## src/rtl/ttx_pkg.sv

```systemverilog
package ttx_pkg;
   typedef enum logic [1:0] {
      ST_IDLE = 2'd0,
      ST_LEAD = 2'd1,
      ST_RUN  = 2'd2
   } ttx_state_e;
endpackage

```

## src/rtl/ttx_line_sel.sv

```systemverilog
module ttx_line_sel #(
   parameter int LINE_W = 10
) (
   input  logic              clk,
   input  logic              rst_n,
   input  logic              line_start,
   input  logic              field_id,
   input  logic [LINE_W-1:0] line_num,
   input  logic [LINE_W-1:0] f0_first,
   input  logic [LINE_W-1:0] f0_last,
   input  logic [LINE_W-1:0] f1_first,
   input  logic [LINE_W-1:0] f1_last,
   output logic              line_en
);
   localparam int N_FIELDS = 2;

   logic [N_FIELDS-1:0][LINE_W-1:0] lo_q;
   logic [N_FIELDS-1:0][LINE_W-1:0] hi_q;
   logic [N_FIELDS-1:0]             in_rng;

   assign lo_q = {f1_first, f0_first};
   assign hi_q = {f1_last,  f0_last};

   for (genvar f = 0; f < N_FIELDS; f++) begin : g_field
      assign in_rng[f] = (line_num >= lo_q[f]) && (line_num <= hi_q[f]);
   end

   always_ff @(posedge clk or negedge rst_n) begin
      if (!rst_n)          line_en <= 1'b0;
      else if (line_start) line_en <= in_rng[field_id];
   end

   // the selection only moves at a line start
   a_r2_hold: assert property (@(posedge clk) disable iff (!rst_n)
      !line_start |=> $stable(line_en));
endmodule

```

## src/rtl/ttx_bit_seq.sv

```systemverilog
module ttx_bit_seq #(
   parameter int ACC_MOD  = 144,
   parameter int ACC_INC  = 37,
   parameter int WIN_BITS = 360
) (
   input  logic clk,
   input  logic rst_n,
   input  logic run,
   input  logic ttx_in,
   output logic last_bit,
   output logic tt_valid,
   output logic tt_bit
);
   localparam int ACC_W = $clog2(ACC_MOD);
   localparam int SUM_W = ACC_W + 1;
   localparam int CNT_W = $clog2(WIN_BITS + 1);

   logic [ACC_W-1:0] acc;
   logic [SUM_W-1:0] acc_sum;
   logic [SUM_W-1:0] acc_wrap;
   logic [CNT_W-1:0] cnt;
   logic             bnd;

   assign acc_sum  = {1'b0, acc} + SUM_W'(ACC_INC);
   assign acc_wrap = acc_sum - SUM_W'(ACC_MOD);
   assign bnd      = run && (acc_sum >= SUM_W'(ACC_MOD));
   assign last_bit = bnd && (cnt == CNT_W'(WIN_BITS - 1));

   always_ff @(posedge clk or negedge rst_n) begin
      if (!rst_n) begin
         acc <= '0;
         cnt <= '0;
      end else if (!run) begin
         acc <= '0;
         cnt <= '0;
      end else if (bnd) begin
         acc <= acc_wrap[ACC_W-1:0];
         cnt <= cnt + 1'b1;
      end else begin
         acc <= acc_sum[ACC_W-1:0];
      end
   end

   always_ff @(posedge clk or negedge rst_n) begin
      if (!rst_n) begin
         tt_valid <= 1'b0;
         tt_bit   <= 1'b0;
      end else begin
         tt_valid <= bnd;
         tt_bit   <= bnd & ttx_in;
      end
   end

   // phase stays inside its modulus
   a_r5_acc_range: assert property (@(posedge clk) disable iff (!rst_n)
      acc < ACC_W'(ACC_MOD));
   // a bit never lasts a single clock
   a_r5_no_back_to_back: assert property (@(posedge clk) disable iff (!rst_n)
      tt_valid |=> !tt_valid);
   // bit forced low between strobes
   a_r6_bit_zero: assert property (@(posedge clk) disable iff (!rst_n)
      !tt_valid |-> !tt_bit);
   // count never exceeds the window
   a_r7_cnt_bound: assert property (@(posedge clk) disable iff (!rst_n)
      cnt <= CNT_W'(WIN_BITS));
endmodule

```

## src/rtl/ttx_inserter.sv

```systemverilog
module ttx_inserter
   import ttx_pkg::*;
#(
   parameter int LINE_W   = 10,
   parameter int HPOS_W   = 11,
   parameter int LEAD_W   = 6,
   parameter int ACC_MOD  = 144,
   parameter int ACC_INC  = 37,
   parameter int WIN_BITS = 360
) (
   input  logic              clk,
   input  logic              rst_n,
   input  logic              line_start,
   input  logic              field_id,
   input  logic [LINE_W-1:0] line_num,
   input  logic [HPOS_W-1:0] hpos,
   input  logic [LINE_W-1:0] f0_first,
   input  logic [LINE_W-1:0] f0_last,
   input  logic [LINE_W-1:0] f1_first,
   input  logic [LINE_W-1:0] f1_last,
   input  logic [HPOS_W-1:0] req_on_h,
   input  logic [HPOS_W-1:0] req_off_h,
   input  logic [LEAD_W-1:0] lead_clks,
   input  logic              ttx_in,
   output logic              ttx_req,
   output logic              tt_valid,
   output logic              tt_bit
);
   if (ACC_INC * 3 >= ACC_MOD || ACC_INC * 4 < ACC_MOD) begin : g_bad_rate
      $error("ttx_inserter: ACC_MOD/ACC_INC must lie in (3,4]");
   end
   if (WIN_BITS < 1) begin : g_bad_win
      $error("ttx_inserter: WIN_BITS must be positive");
   end

   ttx_state_e       state;
   logic [LEAD_W-1:0] lead_cnt;
   logic             line_en;
   logic             last_bit;
   logic             on_hit;
   logic             off_hit;
   logic             run;

   assign on_hit  = (hpos == req_on_h);
   assign off_hit = (hpos == req_off_h);
   assign run     = (state == ST_RUN);
   assign ttx_req = (state != ST_IDLE);

   ttx_line_sel #(.LINE_W(LINE_W)) u_sel (
      .clk       (clk),
      .rst_n     (rst_n),
      .line_start(line_start),
      .field_id  (field_id),
      .line_num  (line_num),
      .f0_first  (f0_first),
      .f0_last   (f0_last),
      .f1_first  (f1_first),
      .f1_last   (f1_last),
      .line_en   (line_en)
   );

   ttx_bit_seq #(
      .ACC_MOD (ACC_MOD),
      .ACC_INC (ACC_INC),
      .WIN_BITS(WIN_BITS)
   ) u_seq (
      .clk     (clk),
      .rst_n   (rst_n),
      .run     (run),
      .ttx_in  (ttx_in),
      .last_bit(last_bit),
      .tt_valid(tt_valid),
      .tt_bit  (tt_bit)
   );

   always_ff @(posedge clk or negedge rst_n) begin
      if (!rst_n) begin
         state    <= ST_IDLE;
         lead_cnt <= '0;
      end else begin
         unique case (state)
            ST_IDLE: if (line_en && on_hit) begin
               state    <= ST_LEAD;
               lead_cnt <= lead_clks;
            end
            ST_LEAD: begin
               if (off_hit)              state <= ST_IDLE;
               else if (lead_cnt == '0)  state <= ST_RUN;
               else                      lead_cnt <= lead_cnt - 1'b1;
            end
            ST_RUN: if (last_bit || off_hit) state <= ST_IDLE;
            default: state <= ST_IDLE;
         endcase
      end
   end

   // request opens only at the programmed position on a selected line
   a_r3_rise_at_on: assert property (@(posedge clk) disable iff (!rst_n)
      $rose(ttx_req) |-> ($past(on_hit) && $past(line_en)));
   // stop position closes the request
   a_r8_stop: assert property (@(posedge clk) disable iff (!rst_n)
      (ttx_req && off_hit) |=> !ttx_req);
   // last bit closes the request
   a_r7_close_on_last: assert property (@(posedge clk) disable iff (!rst_n)
      last_bit |=> !ttx_req);
   // strobes only come out of an open window
   a_r6_valid_in_window: assert property (@(posedge clk) disable iff (!rst_n)
      tt_valid |-> $past(ttx_req));
endmodule

```

## config.mk

```make
export PLATFORM = sky130hd
export DESIGN_NAME = ttx_inserter
export DESIGN_NICKNAME = d
export VERILOG_FILES = /design/src/rtl/ttx_pkg.sv /design/src/rtl/ttx_line_sel.sv /design/src/rtl/ttx_bit_seq.sv /design/src/rtl/ttx_inserter.sv
export SDC_FILE = /design/constraint.sdc
export NUM_CORES = 1
export LEC_CHECK = 0
export CAP_MARGIN = 20
export CORE_AREA = 8 8 90 92
export DETAILED_ROUTE_END_ITERATION = 10
export DIE_AREA = 0 0 98 100
export PLACE_DENSITY = 0.77
export SYNTH_ARGS = -nofsm -noshare
export SYNTH_HDL_FRONTEND = slang
export SYNTH_SLANG_ARGS = --single-unit
```

## constraint.sdc

```tcl
create_clock -name clk -period 3.3 [get_ports clk]
set_input_delay 0.99 -clock clk [delete_from_list [all_inputs] [get_ports clk]]
set_output_delay 0.99 -clock clk [all_outputs]
set_load 0.01 [all_outputs]
```

==> run summary <==
The total CTS buffers came out at 3. For this run, the top clock speed supported by timing is 358 MHz. Yosys mapped the design onto 56 distinct sky130hd cell types. The I/O pin total is 97.

The critical path is of the in2reg type. The via count of the first global-routing pass is 3066. The part of the power in registers is 39.4%. The switching power is 276 uW. The site row count is 30. The sum of net half-perimeters after detailed placement came out at 6.84 mm. The ratio of routed vias to standard cells is 5.49. The layout overhead on the synthesized area is 37.6%.

The worst setup path is captured at a register. The post-CTS resize count came out at 0. The critical path goes through clkdlybuf4s50_1, inv_1, ha_1, nand2b_1, a211o_1, a2111oi_0, o31ai_1, a22o_1. Entering global routing, the biggest net connects 29 pins. CTS built an H-tree with a depth of 1. Buffers added to address setup during post-CTS repair amount to 0. The post-layout instance area came out at 4110 sq um. The synthesized instance count came out at 351. For this block, the initial DRC count from the detailed router was 118. The number of enable flip-flop cells after synthesis came out at 0. The total internal power is 732 uW.

The count of nets left with antenna violations once routing finished came out at 0. The wire length after detailed routing came out at 8.09 mm. The required time of the critical path is 3470 ps. The clock network latency to the later pin of the worst-skew pair came out at 280 ps. The initial antenna violation count is 0. The maximum clock insertion buffer count is 2.

The count of final hold-check violations is 0. The final clock period utilization by the worst path is 84.7%. The run finished with clean final reports. The detail-routed net length per standard cell came out at 15.4 um. The DRC violations left is 0. In the synthesized netlist the dominant register cell turns out to be dfrtp_1. Hold timing on the final database bottoms out at a slack of 575 ps.

The switching share of power came out at 27.3%. Measured along the x axis, the die boundary spans 98 um. In this run the clock root is driven by a clkbuf_8. The type of the worst min-delay path is reg2reg.

In this run, synthesis produced a sequential element count of 28. Counting flops with an async set or reset pin after synthesis yields a share of 100%. The critical path contains buffers and inverters numbering 2 combined. The worst-case IR drop observed on VDD is 0.171 mV. The portion of the post-synthesis area used by sequential elements is 23.5%. The final design utilization came out at 61.9%. The initial cell density of the core came out at 45.0%.

Data on the critical path arrives at its endpoint at 2970 ps. The power density over cell area came out at 245 nW/um^2. The floorplan core area came out at 6640 sq um. The overall fraction of global-route tracks in use came out at 16.7%. The TritonCTS clock tree is done. On the final layout, the worst clock skew is 5.81 ps. The number of antenna repair diodes is 0.

For this run, the number of Yosys warnings is 0. Of the cells placed in the final design, the portion with a size suffix greater than 1 is 4.71%. The number of clock sinks seen by CTS came out at 28. The largest individual stage delay along the critical path comes from the cell clkdlybuf4s50_1. The number of nets in the final layout is 587.

The total global routing overflow came out at 0. The die covers 9800 sq um. The delay of the slowest cell on the worst path is 450 ps.

The type of origin of the critical path is an input pin. The peak fanout along the critical path came out at 4. The number of endpoints failing setup at the final stage is 0. The total count of max-transition violations in the final report was 0.

The net count of the mapped netlist is 491. The placed instances occupy a cell area of 4040 sq um. The relative max-transition margin is 56.2%. The clock period minus worst slack came out at 2800 ps. The synthesized area divided by synthesized cell count came out at 8.51 sq um. The routability congestion estimate from global placement came out at 0.907. The fill cell total of the finished layout came out at 560. The first-pass GRT wire length came out at 13.9 mm. The portion of total power attributed to combinational logic came out at 33.2%.

The combined area of all synthesized cells came out at 2990 sq um. For this block, the via count after detailed routing is 2886. The leakage power summed over all cells is 1.82 nW. Grouping stages by cell kind, the critical path spends the most delay in compound AO/OA/AOI/OAI gates. Setup repair after global routing left no endpoint under its margin. The pre-antenna-repair detailed-routing pass consisted of 4 iterations. The clock network fraction of total power came out at 27.3%. The total of max-cap violations came out at 0. Clock-pin slew was measured on the worst setup and hold paths at 100 ps.

The setup TNS came out at 0 ps. The number of I/O port buffers came out at 96. Hold repair after CTS inserted 0 buffers.

The die boundary height is 100 um. The transition time at the pin with the least slew margin is 656 ps.
-- placed cells by master, fill, tap and decap left out, drive strengths merged, types with 3 or more instances in the layout --
master,netlist,final
a211o,3,3
a211oi,3,3
a21o,6,6
a21oi,22,22
buf,5,6
clkbuf,6,3
clkdlybuf4s50,0,96
dfrtp,28,28
ha,46,46
inv,47,47
nand2,15,15
nand2b,7,7
nand3,10,10
nand4,10,10
nand4b,3,3
nor2,13,13
nor2b,6,6
nor3,9,9
nor4,5,5
o2111ai,3,3
o211ai,14,14
o21a,4,4
o21ai,6,6
o31ai,6,6
o41ai,4,4
or2,3,3
or3,3,3
or4,3,3
xnor2,12,12
xor2,15,15
-- final cells by class --
class                      instances  area, sq um  area share, %
multi-input combinational        265         2060           50.0
timing repair buffer             102         1010           24.5
sequential                        28          701           17.0
inverter                          47          176           4.29
tap                               80          100           2.44
clock buffer                       3         41.3           1.00
clock inverter                     1         30.0          0.731
-- layer usage --
metal,vias to the layer above,part of all wire (%),GRT usage (%)
li1,1474,-,-
met2,79,49,30.2
met4,0,2.6,5.52
met1,1319,42,18.6
met5,-,0,0
met3,14,6.3,4.22
-- cell usage after synthesis (2+ instances only) --
master,count,area [sq um]
o41ai_1,4,35.0
or2_2,3,18.8
o211ai_1,14,105
o21bai_1,2,15.0
nand3_1,10,50.1
nand2b_1,7,43.8
or3b_2,2,17.5
a31oi_1,2,12.5
o31ai_1,6,45.0
nor2_1,13,48.8
buf_2,4,20.0
inv_1,47,176
o2111ai_1,3,26.3
a311oi_1,2,17.5
xor2_1,15,131
nand2_1,15,56.3
o21a_1,4,30.0
mux2i_1,2,20.0
dfrtp_1,28,701
and2_1,2,12.5
a211o_1,3,26.3
nor2b_1,6,37.5
nand4_1,10,62.6
or3_1,3,18.8
nor4_1,5,31.3
a22o_1,2,17.5
nand3b_1,2,15.0
nor3_1,9,45.0
a21oi_1,22,110
nand4b_1,2,17.5
ha_1,46,576
clkbuf_1,6,22.5
a2111oi_0,2,17.5
a211oi_1,3,22.5
xnor2_1,12,105
a21o_1,5,37.5
or4_1,3,22.5
o21ai_0,6,30.0
nor3b_1,2,15.0
-- worst register-to-register path, stage by stage, from the launching register on --
cell and delay (ps):
dfrtp_1 460, ha_1 300, o21a_1 260, xor2_1 260, ha_1 200, o2111ai_1 160
and4b_4 310, or4_1 520, a21oi_1 160
-- power groups by stage --
stage	logic [mW]	registers (mW)	clock network, mW
5_1_grt	0.379	0.403	0.296
3_3_place_gp	0.325	0.402	0
3_5_place_dp	0.336	0.403	0
4_1_cts	0.338	0.397	0.279
2_1_floorplan	0.166	0.394	0
6_report	0.335	0.398	0.276
-- state kept, by name, indices dropped and copies added (netlist names) --
register	flops
u_seq.acc	8
u_seq.tt_valid	1
u_seq.tt_bit	1
u_seq.cnt	9
u_sel.line_en	1
state	2
lead_cnt	6
-- through the flow --
step | power [mW] | setup WS, ps | cells
floorplan | 0.561 | 790 | 351
global placement | 0.727 | 233 | 522
detailed placement | 0.740 | 206 | 522
CTS | 1.01 | 492 | 526
global route | 1.08 | 294 | 526
finish | 1.01 | 504 | 526
-- cell families (layout without fill, tap and decap cells) --
family,count (synthesis),after routing,synth area share [%]
AOI/OAI and AO/OA,90,90,21.7
xor gates and xnor gates,27,27,7.92
adders and majority gates,46,46,19.3
buffers and inverters,58,153,7.71
DFF,28,28,23.5
muxes,2,2,0.670
and+or+nand+nor,100,100,19.3
-- path summary, 6_finish.rpt --
kind / start / to / slack, ps / depth (start not counted)
setup / recovery: line_num[0] / u_sel.line_en$_DFFE_PN0P_ / 500 / 8
hold / removal: u_seq.acc[0]$_DFF_PN0_ / u_seq.acc[0]$_DFF_PN0_ / 570 / 1
setup reg to reg: u_seq.acc[0]$_DFF_PN0_ / u_seq.cnt[3]$_DFFE_PN0P_ / 600 / 8
hold reg to reg: u_seq.acc[0]$_DFF_PN0_ / u_seq.acc[0]$_DFF_PN0_ / 570 / 1
max in group asynchronous: rst_n / lead_cnt[2]$_DFFE_PN0P_ / 1940 / 2
min in group asynchronous: rst_n / lead_cnt[0]$_DFFE_PN0P_ / 1090 / 2
(Power assumes the default switching activity.)
